File: src/rtl/snap_pkg.sv
`timescale 1ns/1ps
package snap_pkg;
    localparam int WORD_W = 32;

    localparam logic [7:0] OFS_VERSION = 8'h00;
    localparam logic [7:0] OFS_INFO    = 8'h04;
    localparam logic [7:0] OFS_LISTEN  = 8'h14;
    localparam logic [7:0] OFS_CFG     = 8'h1C;
    localparam logic [7:0] OFS_TRIG    = 8'h20;
    localparam logic [7:0] OFS_STATUS  = 8'h24;
    localparam logic [7:0] OFS_IRQEN   = 8'h30;
    localparam logic [7:0] OFS_IRQST   = 8'h34;
    localparam logic [7:0] OFS_REFCRC  = 8'h3C;

    // place two flags at word bits 4 and 0
    function automatic logic [WORD_W-1:0] pack40(input logic b4, input logic b0);
        logic [WORD_W-1:0] w;
        w = '0;
        w[4] = b4;
        w[0] = b0;
        return w;
    endfunction
endpackage

File: src/rtl/snap_crc_step.sv
`timescale 1ns/1ps
module snap_crc_step #(
    parameter int                 CRC_W = 32,
    parameter int                 DAT_W = 32,
    parameter logic [CRC_W-1:0]   POLY  = 32'h04C11DB7
) (
    input  logic [CRC_W-1:0] crc_in,
    input  logic [DAT_W-1:0] data_in,
    output logic [CRC_W-1:0] crc_out
);
    // unrolled bit-serial division, MSB of the data word first
    logic [CRC_W-1:0] stage [DAT_W+1];

    assign stage[0] = crc_in;

    for (genvar i = 0; i < DAT_W; i++) begin : g_bit
        logic fb;
        assign fb = stage[i][CRC_W-1] ^ data_in[DAT_W-1-i];
        assign stage[i+1] = {stage[i][CRC_W-2:0], 1'b0} ^ (fb ? POLY : '0);
    end

    assign crc_out = stage[DAT_W];
endmodule

File: src/rtl/snap_pass_ctrl.sv
`timescale 1ns/1ps
module snap_pass_ctrl #(
    parameter int W = 32
) (
    input  logic         clk,
    input  logic         rst_n,
    input  logic         trig,
    input  logic         arm,
    input  logic         compare,
    input  logic         crc_valid,
    input  logic [W-1:0] crc_data,
    input  logic         walk_done,
    output logic         busy,
    output logic         start,
    output logic         err,
    output logic [W-1:0] ref_crc,
    output logic         pass_done,
    output logic         mismatch
);
    typedef struct packed {
        logic         busy;
        logic         start;
        logic         first;
        logic         err;
        logic [W-1:0] acc;
        logic [W-1:0] ref_crc;
    } pass_t;

    pass_t q, d;
    logic [W-1:0] folded;

    snap_crc_step #(.CRC_W(W), .DAT_W(W)) u_step (
        .crc_in (q.acc),
        .data_in(crc_data),
        .crc_out(folded)
    );

    logic [W-1:0] acc_next;
    assign acc_next = crc_valid ? folded : q.acc;

    always_comb begin
        d         = q;
        d.start   = 1'b0;
        pass_done = 1'b0;
        mismatch  = 1'b0;
        if (q.busy) begin
            d.acc = acc_next;
            if (walk_done) begin
                d.busy    = 1'b0;
                pass_done = 1'b1;
                if (compare) begin
                    mismatch  = q.first | (acc_next != q.ref_crc);
                    d.err     = mismatch;
                    d.ref_crc = acc_next;
                    d.first   = 1'b0;
                end
            end
        end else if (trig) begin
            d.busy  = 1'b1;
            d.start = 1'b1;
            d.acc   = '1;
        end
        if (arm) d.first = 1'b1;
    end

    always_ff @(posedge clk or negedge rst_n) begin
        if (!rst_n) begin
            q <= '{busy: 1'b0, start: 1'b0, first: 1'b1, err: 1'b0,
                   acc: '1, ref_crc: '0};
        end else begin
            q <= d;
        end
    end

    assign busy    = q.busy;
    assign start   = q.start;
    assign err     = q.err;
    assign ref_crc = q.ref_crc;


    start_pulse_chk: assert property (@(posedge clk) disable iff (!rst_n)
        q.start |=> !q.start);

    busy_trig_ignored_chk: assert property (@(posedge clk) disable iff (!rst_n)
        (q.busy && trig && !walk_done) |=> !q.start);

    done_ready_chk: assert property (@(posedge clk) disable iff (!rst_n)
        (q.busy && walk_done) |=> !q.busy);

    first_err_chk: assert property (@(posedge clk) disable iff (!rst_n)
        (q.busy && walk_done && compare && q.first) |=> q.err);

    capture_keeps_ref_chk: assert property (@(posedge clk) disable iff (!rst_n)
        (q.busy && walk_done && !compare) |=> $stable(q.ref_crc) && $stable(q.err));
endmodule

File: src/rtl/snap_ctrl.sv
`timescale 1ns/1ps
module snap_ctrl
    import snap_pkg::*;
#(
    parameter int          ADDR_W  = 8,
    parameter logic [31:0] VERSION = 32'h0001_0200,
    parameter logic [31:0] INFO    = 32'h0000_0020
) (
    input  logic              clk,
    input  logic              rst_n,
    input  logic              bus_wr,
    input  logic              bus_rd,
    input  logic [ADDR_W-1:0] bus_addr,
    input  logic [31:0]       bus_wdata,
    output logic [31:0]       bus_rdata,
    output logic              walk_start,
    input  logic              walk_done,
    input  logic              crc_valid,
    input  logic [31:0]       crc_data,
    output logic              list_en,
    output logic              func_crc,
    output logic              sink_sram,
    output logic              irq
);
    typedef struct packed {
        logic        list_en;
        logic        func;
        logic        sink;
        logic [1:0]  irq_en;    // [1] = bit 4, [0] = bit 0
        logic [1:0]  irq_st;
        logic [31:0] rdata;
    } regs_t;

    regs_t q, d;
    logic [7:0] ofs;
    logic busy, err, pass_done, mismatch, trig, arm;
    logic [31:0] ref_crc;

    assign ofs  = 8'(bus_addr);
    assign trig = bus_wr && ofs == OFS_TRIG && bus_wdata[0] && q.list_en;
    assign arm  = bus_wr && ofs == OFS_LISTEN && bus_wdata[0] && !q.list_en;

    snap_pass_ctrl #(.W(WORD_W)) u_pass (
        .clk      (clk),
        .rst_n    (rst_n),
        .trig     (trig),
        .arm      (arm),
        .compare  (q.func),
        .crc_valid(crc_valid),
        .crc_data (crc_data),
        .walk_done(walk_done),
        .busy     (busy),
        .start    (walk_start),
        .err      (err),
        .ref_crc  (ref_crc),
        .pass_done(pass_done),
        .mismatch (mismatch)
    );

    always_comb begin
        logic [1:0] clr;
        d   = q;
        clr = 2'b00;
        if (bus_wr) begin
            case (ofs)
                OFS_LISTEN: d.list_en = bus_wdata[0];
                OFS_CFG: if (!q.list_en) begin
                    d.func = bus_wdata[0];
                    d.sink = bus_wdata[4];
                end
                OFS_IRQEN: d.irq_en = {bus_wdata[4], bus_wdata[0]};
                OFS_IRQST: clr = {bus_wdata[4], bus_wdata[0]};
                default: ;
            endcase
        end
        d.irq_st = (q.irq_st & ~clr) | {pass_done, mismatch};
        if (bus_rd) begin
            case (ofs)
                OFS_VERSION: d.rdata = VERSION;
                OFS_INFO:    d.rdata = INFO;
                OFS_LISTEN:  d.rdata = pack40(1'b0, q.list_en);
                OFS_CFG:     d.rdata = pack40(q.sink, q.func);
                OFS_STATUS:  d.rdata = pack40(!busy, err);
                OFS_IRQEN:   d.rdata = pack40(q.irq_en[1], q.irq_en[0]);
                OFS_IRQST:   d.rdata = pack40(q.irq_st[1], q.irq_st[0]);
                OFS_REFCRC:  d.rdata = ref_crc;
                default:     d.rdata = '0;
            endcase
        end
    end

    always_ff @(posedge clk or negedge rst_n) begin
        if (!rst_n) q <= '0;
        else        q <= d;
    end

    assign bus_rdata = q.rdata;
    assign list_en   = q.list_en;
    assign func_crc  = q.func;
    assign sink_sram = q.sink;
    assign irq       = |(q.irq_st & q.irq_en);


    cfg_locked_chk: assert property (@(posedge clk) disable iff (!rst_n)
        q.list_en |=> $stable(q.func) && $stable(q.sink));

    w1c_bit0_chk: assert property (@(posedge clk) disable iff (!rst_n)
        (bus_wr && ofs == OFS_IRQST && bus_wdata[0] && !mismatch) |=> !q.irq_st[0]);

    done_sets_bit4_chk: assert property (@(posedge clk) disable iff (!rst_n)
        pass_done |=> q.irq_st[1]);

    disabled_no_start_chk: assert property (@(posedge clk) disable iff (!rst_n)
        (!q.list_en && !busy) |=> !walk_start);
endmodule

File: config.mk
export PLATFORM = sky130hd
export DESIGN_NAME = snap_ctrl
export DESIGN_NICKNAME = d
export VERILOG_FILES = /design/src/rtl/snap_pkg.sv /design/src/rtl/snap_crc_step.sv /design/src/rtl/snap_pass_ctrl.sv /design/src/rtl/snap_ctrl.sv
export SDC_FILE = /design/constraint.sdc
export NUM_CORES = 1
export LEC_CHECK = 0
export ABC_AREA = 0
export BUFFER_PORTS_ARGS = -buffer_cell sky130_fd_sc_hd__buf_2
export CAP_MARGIN = 40
export CORE_MARGIN = 2
export CORE_UTILIZATION = 60
export DETAILED_ROUTE_END_ITERATION = 8
export PLACE_DENSITY = 0.8
export RECOVER_POWER = 100
export SYNTH_ARGS = -nofsm -noshare
export SYNTH_HDL_FRONTEND = slang
export SYNTH_SLANG_ARGS = --single-unit
File: constraint.sdc
create_clock -name clk -period 6.5 [get_ports clk]
set_input_delay 0.975 -clock clk [delete_from_list [all_inputs] [get_ports clk]]
set_output_delay 0.975 -clock clk [all_outputs]
set_load 0.01 [all_outputs]
== After elaboration in Yosys (flattened, before gate mapping) ==
Index checks and enable logic that the tools add are counted.
Word-level totals
  input port bits: 78
  logic and storage cells: 161
  flip-flop bits (word level): 107
  output and inout bits: 37
Operators by class
  equal/unequal tests: 9
  bitwise gates (word level): 70
  reductions and logical operators: 19
  multiplexer cells: 51
Operator list (count)
  32-bit by 27-bit bitwise XOR with 32-bit output: 32
  27-bit two-way mux: 32
  32-bit one-hot mux with 8 select lines: 1
  32-bit two-way mux: 3
  8-bit by 6-bit equality test with 1-bit output (second input constant): 5
  32-bit inequality test: 1
  1-bit bitwise XOR: 32
  8-bit by 5-bit equality test with 1-bit output (second input constant): 2
  2-bit two-way mux: 6
  1-bit two-way mux: 9
  3-bit AND reduction: 3
  8-bit by 3-bit equality test with 1-bit output (second input constant): 1
  8-bit zero test: 1
  2-bit nonzero test: 4
  1-bit logical AND: 6
  2-bit bitwise AND: 2
  2-bit AND reduction: 2
  1-bit zero test: 2
  2-bit inverter: 1
  2-bit OR: 1
  2-bit OR reduction: 1
  1-bit inverter: 1
  1-bit OR: 1

== Depth between registers and ports, before layout ==
  depth in word-level cells: 103
  gate-level depth with buffers: 15
  mapped depth without buffers: 13

== Cells and area by module ==
A second synthesis with hierarchy kept.
Unflattened totals
  cell total of the unflattened synthesis: 804
  area total of the unflattened synthesis: 8727.1 µm²
By module, submodules not included
  snap_pass_ctrl: seq. area each 1742.9 µm², times used 1, area an instance 3362.0 µm², cells each 302
  snap_crc_step: seq. area each 0.0 µm², times used 1, area an instance 3278.1 µm², cells each 272
  snap_ctrl: seq. area each 975.9 µm², times used 1, area an instance 2087.0 µm², cells each 230

== Least setup slack after synthesis ==
No wires, ideal clock.
  path type: input-to-reg
  from: input crc_data[28]
  to: register u_pass.q, in the netlist u_pass.err
  data arrival time: 5.036 ns
  required time: 6.382 ns
  slack: 1.346 ns
  library setup time: 0.118 ns
  path buffers: 0
  stages on the path: 13
  cells stage by stage: xnor2_4 -> xor3_1 -> xnor2_1 -> xor3_1 -> xnor2_4 -> xnor3_2 -> xnor3_2 -> xor2_2 -> xnor2_1 -> o31a_1 -> a211oi_1 -> a41oi_1 -> a21o_1
On the way
  longest elaborated chain between the ends: 42
  elaborated cells between the ends (all ways): 66
  classes of those cells: eq/ne (1); mux (18); bitwise (47)
RTL lines
  start, declared: RTL line snap_ctrl.sv:19  | input logic [31:0] crc_data,
  1-bit bitwise XOR (*): RTL line snap_crc_step.sv:18  | assign fb = stage[i][CRC_W-1] ^ data_in[DAT_W-1-i];
  27-bit two-way mux (*): RTL line snap_crc_step.sv:19  | assign stage[i+1] = {stage[i][CRC_W-2:0], 1'b0} ^ (fb ? POLY : '0);
  32-bit by 27-bit bitwise XOR with 32-bit output (*) (6 in a row): RTL line snap_crc_step.sv:19
  1-bit bitwise XOR or 32-bit by 27-bit bitwise XOR with 32-bit output (tied branches): RTL line snap_crc_step.sv:18, snap_crc_step.sv:19
  27-bit two-way mux or 32-bit by 27-bit bitwise XOR with 32-bit output (tied branches): RTL line snap_crc_step.sv:19
  32-bit by 27-bit bitwise XOR with 32-bit output (*) (6 in a row): RTL line snap_crc_step.sv:19
  1-bit bitwise XOR or 32-bit by 27-bit bitwise XOR with 32-bit output (tied branches): RTL line snap_crc_step.sv:18, snap_crc_step.sv:19
  27-bit two-way mux or 32-bit by 27-bit bitwise XOR with 32-bit output (tied branches): RTL line snap_crc_step.sv:19
  [7 not listed]
  27-bit two-way mux or 32-bit by 27-bit bitwise XOR with 32-bit output (tied branches): RTL line snap_crc_step.sv:19
  32-bit by 27-bit bitwise XOR with 32-bit output (*) (10 in a row): RTL line snap_crc_step.sv:19
  1-bit bitwise XOR (tied with other cells): RTL line snap_crc_step.sv:18
  27-bit two-way mux or 32-bit by 27-bit bitwise XOR with 32-bit output (tied branches): RTL line snap_crc_step.sv:19
  32-bit by 27-bit bitwise XOR with 32-bit output (*): RTL line snap_crc_step.sv:19
  32-bit two-way mux (*): RTL line snap_pass_ctrl.sv:39  | assign acc_next = crc_valid ? folded : q.acc;
  32-bit inequality test (*): RTL line snap_pass_ctrl.sv:52  | mismatch = q.first | (acc_next != q.ref_crc);
  1-bit OR (*): RTL line snap_pass_ctrl.sv:52
  end signal, assigned: RTL line snap_pass_ctrl.sv:68  | q <= '{busy: 1'b0, start: 1'b0, first: 1'b1, err: 1'b0,
  end, declared: RTL line snap_pass_ctrl.sv:29  | pass_t q, d;
Every way passes the cells marked *; elsewhere a longest branch is shown, timed or not.
A chain may end at the register's enable or synchronous reset.

== Worst setup path after layout ==
  from: input crc_data[30]
  to: register u_pass.q, in the netlist u_pass.err
On the way
  longest elaborated chain between the ends: 46
  elaborated cells between the ends (all ways): 72
  classes of those cells: eq/ne (1); mux (20); bitwise (51)
RTL lines (RTL line)
  1-bit bitwise XOR (*): snap_crc_step.sv:18
  27-bit two-way mux (*): snap_crc_step.sv:19
  32-bit by 27-bit bitwise XOR with 32-bit output (*) (6 in a row): snap_crc_step.sv:19
  1-bit bitwise XOR: snap_crc_step.sv:18
  27-bit two-way mux: snap_crc_step.sv:19
  32-bit by 27-bit bitwise XOR with 32-bit output (*) (6 in a row): snap_crc_step.sv:19
  1-bit bitwise XOR: snap_crc_step.sv:18
  27-bit two-way mux: snap_crc_step.sv:19
  [15 not listed]
  27-bit two-way mux: snap_crc_step.sv:19
  32-bit by 27-bit bitwise XOR with 32-bit output (*) (6 in a row): snap_crc_step.sv:19
  1-bit bitwise XOR: snap_crc_step.sv:18
  27-bit two-way mux: snap_crc_step.sv:19
  32-bit by 27-bit bitwise XOR with 32-bit output (*): snap_crc_step.sv:19
  32-bit two-way mux (*): snap_pass_ctrl.sv:39
  32-bit inequality test (*): snap_pass_ctrl.sv:52
  1-bit OR (*): snap_pass_ctrl.sv:52
Marks and branches as above.

==> reports/metrics.cfg <==
[run]
cap_violations=2

[worst_setup_path]
critical_path_class=in -> reg
r2r_setup_slack_ps=670
start_kind=primary input
path_max_fanout=15
critical_path_arrival_ps=6200
cp_data_required_time_ps=6750
critPathCaptureType=flop

[synthesis]
ys_async_sr_fraction_pct=100
synth-seq-cells=107
synth_edf_count=0
synth.area.top_cells=dfrtp_1 (20%), xnor2_1 (16%), xnor3_1 (11%)
ys_types=57
synth.top_cells.by_count=xnor2_1 (167), o21ai_0 (93), dfrtp_1 (74), xor2_1 (64), nand2_1 (56)
yosysMostFrequentCell=xnor2_1
yosysTopAreaCell=dfrtp_1
syn_area_um2=9140
avgSynthCellArea_um2=10.1
syn_nets=982
ys_warn_count=0
yosys_most_used_dff=dfrtp_1
postSynthCellCount=904
ys_seq_area_share_pct=29.7
yosysTopAreaCellShare_pct=20.3

[routing]
avgRoutedWirePerCell_um=21.0
highest_layer=met4
dr_total_vias=6791
dr.pass1.iters=5
wl_met3_um=1880
wl_met2_um=11100
viasPerCell=5.93
drc_errors=0
drt_wl_total_um=24000
ant_nets=0
routedLengthMet1_um=10000
drt_iter0_drc=646

[floorplanning]
dieArea_um2=16200
num_io_pins=115
core_area_um2=15000
fp-row-count=45
fp.dieH_um=127
floorplan.initialDensity_pct=60.8
die_w_um=127

[layout]
nFillCells=1240
post-route-util_pct=64.9
syn_to_final_growth_pct=6.72
drive_gt1_share_pct=15.0
n_antenna_cell=0
multiInputGateArea_um2=5820
regArea_um2=2720
final_nets=1031

[hold_path]
hold_class=reg -> reg

[sta]
whs_ps=490
setup_viol=0
slew_viol_final=72
finalClockSkew_ps=8.11
rsz0062_at_grt=no
clock.fmax_mhz=168
hold_viol_final=0
setup_tns_ps=0
worst_pin_slew_ps=2080
relSlewSlack_pct=-38.6
fin_crit_sh_pct=91.6
min_period_ps=5960

[clock_tree]
ctsResizeCount=0
clk_latency_ps=350
cts_root_buf=clkbuf_16
cts_setup_buffers=0
clockBufferDepth=2
cts_tree=yes
cts_buffers=9
clk_pin_slew_ps=70
ctsHoldBuffers=0
cts_sinks=107
htree_levels=3

[place]
gp_congestion=0.989
port_buffers=84
hpwl_um=18600

[global_route]
antenna_found_initial=0
grt_pass1_wl_um=36900
grt_use_total_pct=30.1
grt_max_degree=67
grt_pass1_vias=6548
overflow=0

[outcome]
status=finished with violations
violations=capacitance limit, slew limit

==> per-layer routing <==
layer  vias to the layer above  track usage, %
met5                         -               0
met2                       311            47.6
li1                       3114               -
met1                      3312            41.9
met3                        54            5.90
met4                         0            10.6
==> final timing paths <==
path	depth (start not counted)	end	startpoint
max	14	u_pass.err	crc_data[30]
min in group asynchronous	1	bus_rdata[31]	rst_n
min reg2reg	1	u_pass.err	u_pass.err
max in group asynchronous	3	u_pass.q[58]	rst_n
max reg2reg	13	u_pass.err	u_pass.q[59]
min	1	u_pass.err	u_pass.err
==> stage by stage <==
step / cells / instance area, um2 / setup slack, ps
global placement: 1128 / 9590 / 697
detailed placement: 1130 / 9640 / 593
global route: 1146 / 9750 / 398
finish: 1146 / 9750 / 543
floorplan: 904 / 9140 / 1350
CTS: 1146 / 9910 / 964
==> flip-flops by register name (all words and copies together) (netlist names), 4 cells and up <==
name / flops
u_pass.q: 33
u_pass.ref_crc: 32
q: 4
bus_rdata: 32
==> critical path, cell delays in order <==
cell and delay (ps):
clkbuf_1 100, xnor2_1 780, xnor2_1 360, xnor3_1 550, xnor3_1 340, xnor3_2 600, xor2_2 400, xnor3_1 510
o221ai_1 190, nor4_1 380, o2111ai_1 180, o41ai_1 380, a41oi_1 250, a21o_1 210
==> kinds of logic after synthesis <==
kind of cell,synth area share [%]
and+or+nand+nor,8.57
AOI/OAI and AO/OA,11.3
xor gates and xnor gates,42.6
buffers and inverters,5.90
muxes,1.86
DFF,29.7
==> cells in the final DEF, fill, tap and decap left out, drive strengths merged, types with 43 or more instances in the layout <==
master  instances
nand2          56
a21oi          44
dfrtp          74
o21ai          93
xnor3          52
xnor2         183
xor2           73
nor2           45
inv            43
buf            62
clkbuf         57
==> final cells by class <==
class                           count  share of cell area [%]
Timing Repair Buffer              108                    5.75
Tap cell                          188                    2.41
Multi-Input combinational cell    686                    59.6
Sequential cell                   107                    27.9
Clock inverter                      5                   0.385
Clock buffer                       11                    2.39
Inverter                           41                    1.58
Power is left out: the tool's default activity adds up to more than one toggle a clock period on the data nets, which glitch-free logic cannot reach.
